==> config.mk <==
export PLATFORM = sky130hd
export DESIGN_NAME = trig_in_filter
export DESIGN_NICKNAME = d
export VERILOG_FILES = /design/src/rtl/trig_in_filter.sv
export SDC_FILE = /design/constraint.sdc
export NUM_CORES = 1
export LEC_CHECK = 0
export ABC_AREA = 1
export BUFFER_PORTS_ARGS = -buffer_cell sky130_fd_sc_hd__buf_4
export CAP_MARGIN = 20
export CORE_MARGIN = 4
export CORE_UTILIZATION = 54
export CTS_BUF_LIST = sky130_fd_sc_hd__clkbuf_16
export CTS_CLUSTER_DIAMETER = 80
export CTS_CLUSTER_SIZE = 40
export DETAILED_ROUTE_END_ITERATION = 12
export PLACE_DENSITY = 0.76
export SLEW_MARGIN = 10
export SYNTH_ARGS = -nofsm -noshare
export SYNTH_HDL_FRONTEND = slang
export SYNTH_SLANG_ARGS = --single-unit
export TNS_END_PERCENT = 10
==> constraint.sdc <==
create_clock -name clk -period 2.4 [get_ports clk]
set_input_delay 0.48 -clock clk [delete_from_list [all_inputs] [get_ports clk]]
set_output_delay 0.48 -clock clk [all_outputs]
set_load 0.02 [all_outputs]
==> src/rtl/trig_in_filter.sv <==
module trig_in_filter #(
  parameter int LEN_W = 12
) (
  input  logic             clk,
  input  logic             rst,
  input  logic             din,
  input  logic             sync_en,
  input  logic [2:0]       mode,
  input  logic [LEN_W-1:0] flt_len,
  input  logic             out_inv,
  output logic             dout
);

  localparam logic [2:0] M_RAPID = 3'b100;
  localparam logic [2:0] M_DELAY = 3'b101;
  localparam logic [2:0] M_SLOW  = 3'b110;
  localparam logic [2:0] M_SHIGH = 3'b111;
  localparam int CFG_W = LEN_W + 4;
  localparam logic [LEN_W-1:0] ONE  = 1;
  localparam logic [LEN_W:0]   ONEW = 1;

  logic [1:0]       sync_q;
  logic [LEN_W-1:0] cnt;
  logic             held;
  logic [CFG_W-1:0] cfg_q;

  wire [CFG_W-1:0] cfg_now = {sync_en, mode, flt_len};
  wire             cfg_chg = cfg_now != cfg_q;
  wire             sel_in  = sync_en ? sync_q[1] : din;
  wire             differ  = sel_in != held;
  wire [LEN_W:0]   cnt_inc = {1'b0, cnt} + ONEW;
  wire             reached = cnt_inc >= {1'b0, flt_len};
  wire             fast    = (mode == M_SHIGH && !sel_in) || (mode == M_SLOW && sel_in);

  always_ff @(posedge clk) begin
    if (rst) sync_q <= 2'b00;
    else     sync_q <= {sync_q[0], din};
  end

  always_ff @(posedge clk) begin
    if (rst) begin
      cnt   <= '0;
      held  <= 1'b0;
      cfg_q <= cfg_now;
    end else if (cfg_chg) begin
      cfg_q <= cfg_now;
      cnt   <= '0;
    end else begin
      case (mode)
        M_RAPID: begin
          if (cnt != '0) begin
            cnt <= cnt - ONE;
          end else if (differ) begin
            held <= sel_in;
            cnt  <= flt_len;
          end
        end
        M_DELAY, M_SLOW, M_SHIGH: begin
          if (!differ) begin
            cnt <= '0;
          end else if (fast || reached) begin
            held <= sel_in;
            cnt  <= '0;
          end else begin
            cnt <= cnt_inc[LEN_W-1:0];
          end
        end
        default: begin
          held <= sel_in;
          cnt  <= '0;
        end
      endcase
    end
  end

  assign dout = (mode[2] ? held : sel_in) ^ out_inv;

  assert_reset_clear_R1: assert property (@(posedge clk)
    rst |=> (held == 1'b0 && cnt == '0));

  assert_delay_wait_R6: assert property (@(posedge clk) disable iff (rst)
    (!cfg_chg && mode == M_DELAY && differ && !reached) |=> $stable(held));

  assert_rapid_lock_R7: assert property (@(posedge clk) disable iff (rst)
    (!cfg_chg && mode == M_RAPID && cnt != '0) |=> $stable(held));

  assert_high_fall_R8: assert property (@(posedge clk) disable iff (rst)
    (!cfg_chg && mode == M_SHIGH && held && !sel_in) |=> !held);

  assert_low_rise_R9: assert property (@(posedge clk) disable iff (rst)
    (!cfg_chg && mode == M_SLOW && !held && sel_in) |=> held);

  assert_restart_R10: assert property (@(posedge clk) disable iff (rst)
    cfg_chg |=> (cnt == '0 && $stable(held)));

endmodule

==> impl_metrics.tcl <==
set metrics [dict create \
    status "finished, violations left" \
    violated_checks "setup timing" \
    htree_levels 2 \
    final_critical_path_setup_slack_ns -0.0526 \
    fp.dieArea_um2 5770 \
    timing.reg2reg.worst_path_depth 16 \
    post_synth.cell_area_avg_um2 7.08 \
    floorplan.core_area_um2 4410 \
    drt-vias-per-instance 5.32 \
    drt-initial-drc-count 145 \
    max_freq_ghz 0.408 \
    reg2reg_to "cnt[6]$_SDFFE_PP0P_" \
    power.share.combinational_pct 12.2 \
    antenna_cells 0 \
    initial_antenna_violation_count 0 \
    max_cap_viol_count 0 \
    post_route_cells_drive_above_1_share_pct 28.4 \
    post-route-util_pct 70.9 \
    drc 0 \
    min_to "sync_q[1]$_SDFF_PP0_" \
    worst_hold_check_slack_ns 0.371 \
    finalWorstPathRequiredPeriod_ns 2.45 \
    hp-start "rst" \
    worst_ep_required_time_ns 2.61 \
    grt_pass1_wl_mm 10.7 \
    worst_slew_margin_rel_pct 74.9 \
    synth.top_cell.area_share_pct 19.3 \
    cp_data_arrival_time_ns 2.66 \
    synth-seq-cells 31 \
    largest_net_degree_at_the_start_of_global_routing 15 \
    power_leakage_nw 1.52 \
    num-nets-final 434 \
    die_h_um 75.9 \
    final_max_slew_viol_count 0 \
    critical_path_source_type "register" \
    syn2layout_area_growth_pct 25.6 \
    worst-r2r-setup-slack_ns -0.05 \
    routedWlPerCell_um 14.4 \
    sw_frac_of_total_pct 24.1 \
    top_level_port_count 21 \
    dp_hpwl_mm 4.92 \
    clock_power_share_pct 44.6 \
    internal_power_component_w 0.00102 \
    tightestPinTransition_ns 0.375 \
    peakVddDrop_v 0.000502 \
    min_path_type "in2reg" \
    cts.sinks 31 \
    cts_made_buffers 5 \
    cts_tree "built" \
    clk-insertion-delay-late_ns 0.27 \
    post_synth_main_area_contributors "sky130_fd_sc_hd__edfxtp_1 19%, sky130_fd_sc_hd__nand2_1 15%, sky130_fd_sc_hd__dfxtp_1 12%, sky130_fd_sc_hd__ha_1 7.0%, sky130_fd_sc_hd__inv_1 6.9%" \
    dr_total_vias 2408 \
    finalSetupViolCount 6 \
    r2r_start "cnt[0]$_SDFFE_PP0P_" \
    sequential_element_share_of_the_synthesized_area_pct 31.3 \
    ys_types 33 \
    gp_congestion 0.925 \
    post_synth_instance_area_um2 2490 \
    rsz0062_at_grt "yes" \
    fillCellCount 370 \
    highest_net_fanout_along_the_worst_path 5 \
    grt.total_usage_pct 22.4 \
    synth.yosys.warnings 0 \
    cts_root_buffer "sky130_fd_sc_hd__clkbuf_16" \
    cts_buffer_depth 2 \
    synthesis.nets 386 \
    crit_type "reg2reg" \
    io_buffers 20 \
    die_x_um 75.9 \
    worst_setup_hold_path_clk_slew_ns 0.05 \
    timing.final.crit_share_pct 102 \
    seq_power_share_pct 43.3 \
    final_hold_viol_count 0 \
    power_density_nw_per_um2 428 \
    antenna_violating_nets_post_route 0 \
    synth_top_cell_by_area "sky130_fd_sc_hd__edfxtp_1" \
    fp-row-count 24 \
    overflow 0 \
    drtPass1Iterations 4 \
    worstSetupEndpointType "register" \
    start_util_pct 56.5 \
    cts_hold_buffers 0 \
    post_syn_instances 352 \
    setup_skew_ns 0.00268 \
    detailed_route_wire_length_mm 6.51 \
    cell_depth_of_the_worst_min_delay_path 2 \
    dp_slack_ns -0.112 \
    grt_pass1_vias 2348 \
    total_switching_power_w 0.000322 \
]
==> metal layers <==
layer	part of all wire, %	wire length, µm	global-route usage (%)
met1	43	2820	29.5
met2	47	3050	36.4
met3	6.5	422	3.67
met4	3.4	223	8.72
met5	0	0	0
==> how the worst max path moves through the flow <==
stage / start / endpoint / cells after the start / slack, ns
CTS: cnt[1]$_SDFFE_PP0P_ / cnt[2]$_SDFFE_PP0P_ / 17 / -0.009
detailed placement: cnt[0]$_SDFFE_PP0P_ / cnt[10]$_SDFFE_PP0P_ / 15 / -0.11
floorplan: cnt[0]$_SDFFE_PP0P_ / cnt[2]$_SDFFE_PP0P_ / 17 / 0.09
global route: cnt[1]$_SDFFE_PP0P_ / cnt[10]$_SDFFE_PP0P_ / 20 / -0.24
finish: cnt[0]$_SDFFE_PP0P_ / cnt[6]$_SDFFE_PP0P_ / 16 / -0.05
global placement: cnt[0]$_SDFFE_PP0P_ / cnt[10]$_SDFFE_PP0P_ / 15 / -0.02
==> cell type report <==
cell class,instances,area (µm²),area share [%]
well taps,52,65.1,2.08
inverters,59,224,7.15
multi-input cells,259,1570,50.2
clock buffers,5,125,4.00
flip-flops and latches,31,787,25.1
repair buffers,44,347,11.1
clock inverters,3,12.5,0.400
==> stage by stage <==
step	total power (W)	TNS [ns]	cell area (µm²)	instances
floorplan	0.000678	0	2490	352
detailed placement	0.000743	-0.744	2820	437
global route	0.00139	-2.13	3130	453
CTS	0.00133	-0.00889	3030	450
global placement	0.000739	-0.0677	2820	437
finish	0.00134	-0.211	3130	453
==> worst max-delay path, cell delays in order (launching register included) <==
cell and delay (ns):
sky130_fd_sc_hd__dfxtp_2 0.35, sky130_fd_sc_hd__ha_4 0.15, sky130_fd_sc_hd__nand3_4 0.09, sky130_fd_sc_hd__nor2_4 0.13, sky130_fd_sc_hd__buf_4 0.12, sky130_fd_sc_hd__nand2_1 0.08, sky130_fd_sc_hd__xor2_2 0.23, sky130_fd_sc_hd__ha_1 0.29
sky130_fd_sc_hd__nand2_1 0.10, sky130_fd_sc_hd__nor2_1 0.05, sky130_fd_sc_hd__nand2_1 0.06, sky130_fd_sc_hd__nand2_1 0.05, sky130_fd_sc_hd__nand2_1 0.14, sky130_fd_sc_hd__nand3_4 0.14, sky130_fd_sc_hd__nor2_4 0.22, sky130_fd_sc_hd__nand2_2 0.07
sky130_fd_sc_hd__a21oi_2 0.11
==> cell usage in the layout, fill, tap and decap left out, drive strengths merged, types with 14 or more instances in the layout <==
| cell type | Yosys | layout |
|---|---|---|
| nand2 | 103 | 103 |
| inv | 58 | 60 |
| buf | 3 | 44 |
| nor2 | 43 | 43 |
| nand3 | 26 | 26 |
| edfxtp | 16 | 16 |
| dfxtp | 15 | 15 |
| a21oi | 15 | 15 |
| ha | 14 | 14 |
| xor2 | 14 | 14 |
==> flip-flops by register name (all words and copies together), names as in the netlist <==
name,flops
cfg_q,16
cnt,12
held,1
sync_q,2
==> cell families (layout without fill, tap and decap cells) <==
kind of cell,after synthesis,count (layout),synth area share (%)
flip-flops,31,31,31.3
adder cells (fa/ha/maj),14,14,7.03
AND/OR/NAND/NOR,187,187,34.2
buffers and inverters,62,111,9.94
XOR/XNOR,25,25,8.79
AO/OA/AOI/OAI,33,33,8.74
==> power groups by stage <==
stage	clock [W]	sequential [W]	combinational, W
floorplan	0	0.000589	0.0000883
global placement	0	0.000590	0.000149
detailed placement	0	0.000591	0.000152
CTS	0.000595	0.000580	0.000155
global route	0.000626	0.000582	0.000182
finish	0.000597	0.000580	0.000164
==> cell usage after synthesis <==
library cell and n:
sky130_fd_sc_hd__ha_1 14, sky130_fd_sc_hd__nor2_1 31, sky130_fd_sc_hd__o211ai_1 5, sky130_fd_sc_hd__nor3_1 5
sky130_fd_sc_hd__buf_4 1, sky130_fd_sc_hd__or2_2 1, sky130_fd_sc_hd__a21oi_2 9, sky130_fd_sc_hd__nand4_2 1
sky130_fd_sc_hd__buf_6 1, sky130_fd_sc_hd__o21ai_0 7, sky130_fd_sc_hd__clkinv_1 1, sky130_fd_sc_hd__or2_0 1
sky130_fd_sc_hd__nand2_2 3, sky130_fd_sc_hd__nor2_2 9, sky130_fd_sc_hd__nor2_4 3, sky130_fd_sc_hd__o21ai_1 4
sky130_fd_sc_hd__nand3_1 22, sky130_fd_sc_hd__a21o_1 1, sky130_fd_sc_hd__a21oi_1 6, sky130_fd_sc_hd__nand4_1 6
sky130_fd_sc_hd__inv_2 11, sky130_fd_sc_hd__xnor2_1 11, sky130_fd_sc_hd__buf_2 1, sky130_fd_sc_hd__o21ai_2 1
sky130_fd_sc_hd__nand3_2 3, sky130_fd_sc_hd__inv_4 1, sky130_fd_sc_hd__nand3_4 1, sky130_fd_sc_hd__dfxtp_1 15
sky130_fd_sc_hd__inv_1 46, sky130_fd_sc_hd__nand2_1 100, sky130_fd_sc_hd__and2_1 1, sky130_fd_sc_hd__edfxtp_1 16
sky130_fd_sc_hd__xor2_1 14
==> what timing repair did <==
item	in CTS	in global routing
endpoints found under the setup margin	13	13
gates resized for setup	9	22
setup buffers	5	3
pin swaps	0	11
Power figures use the tool's default switching activity.
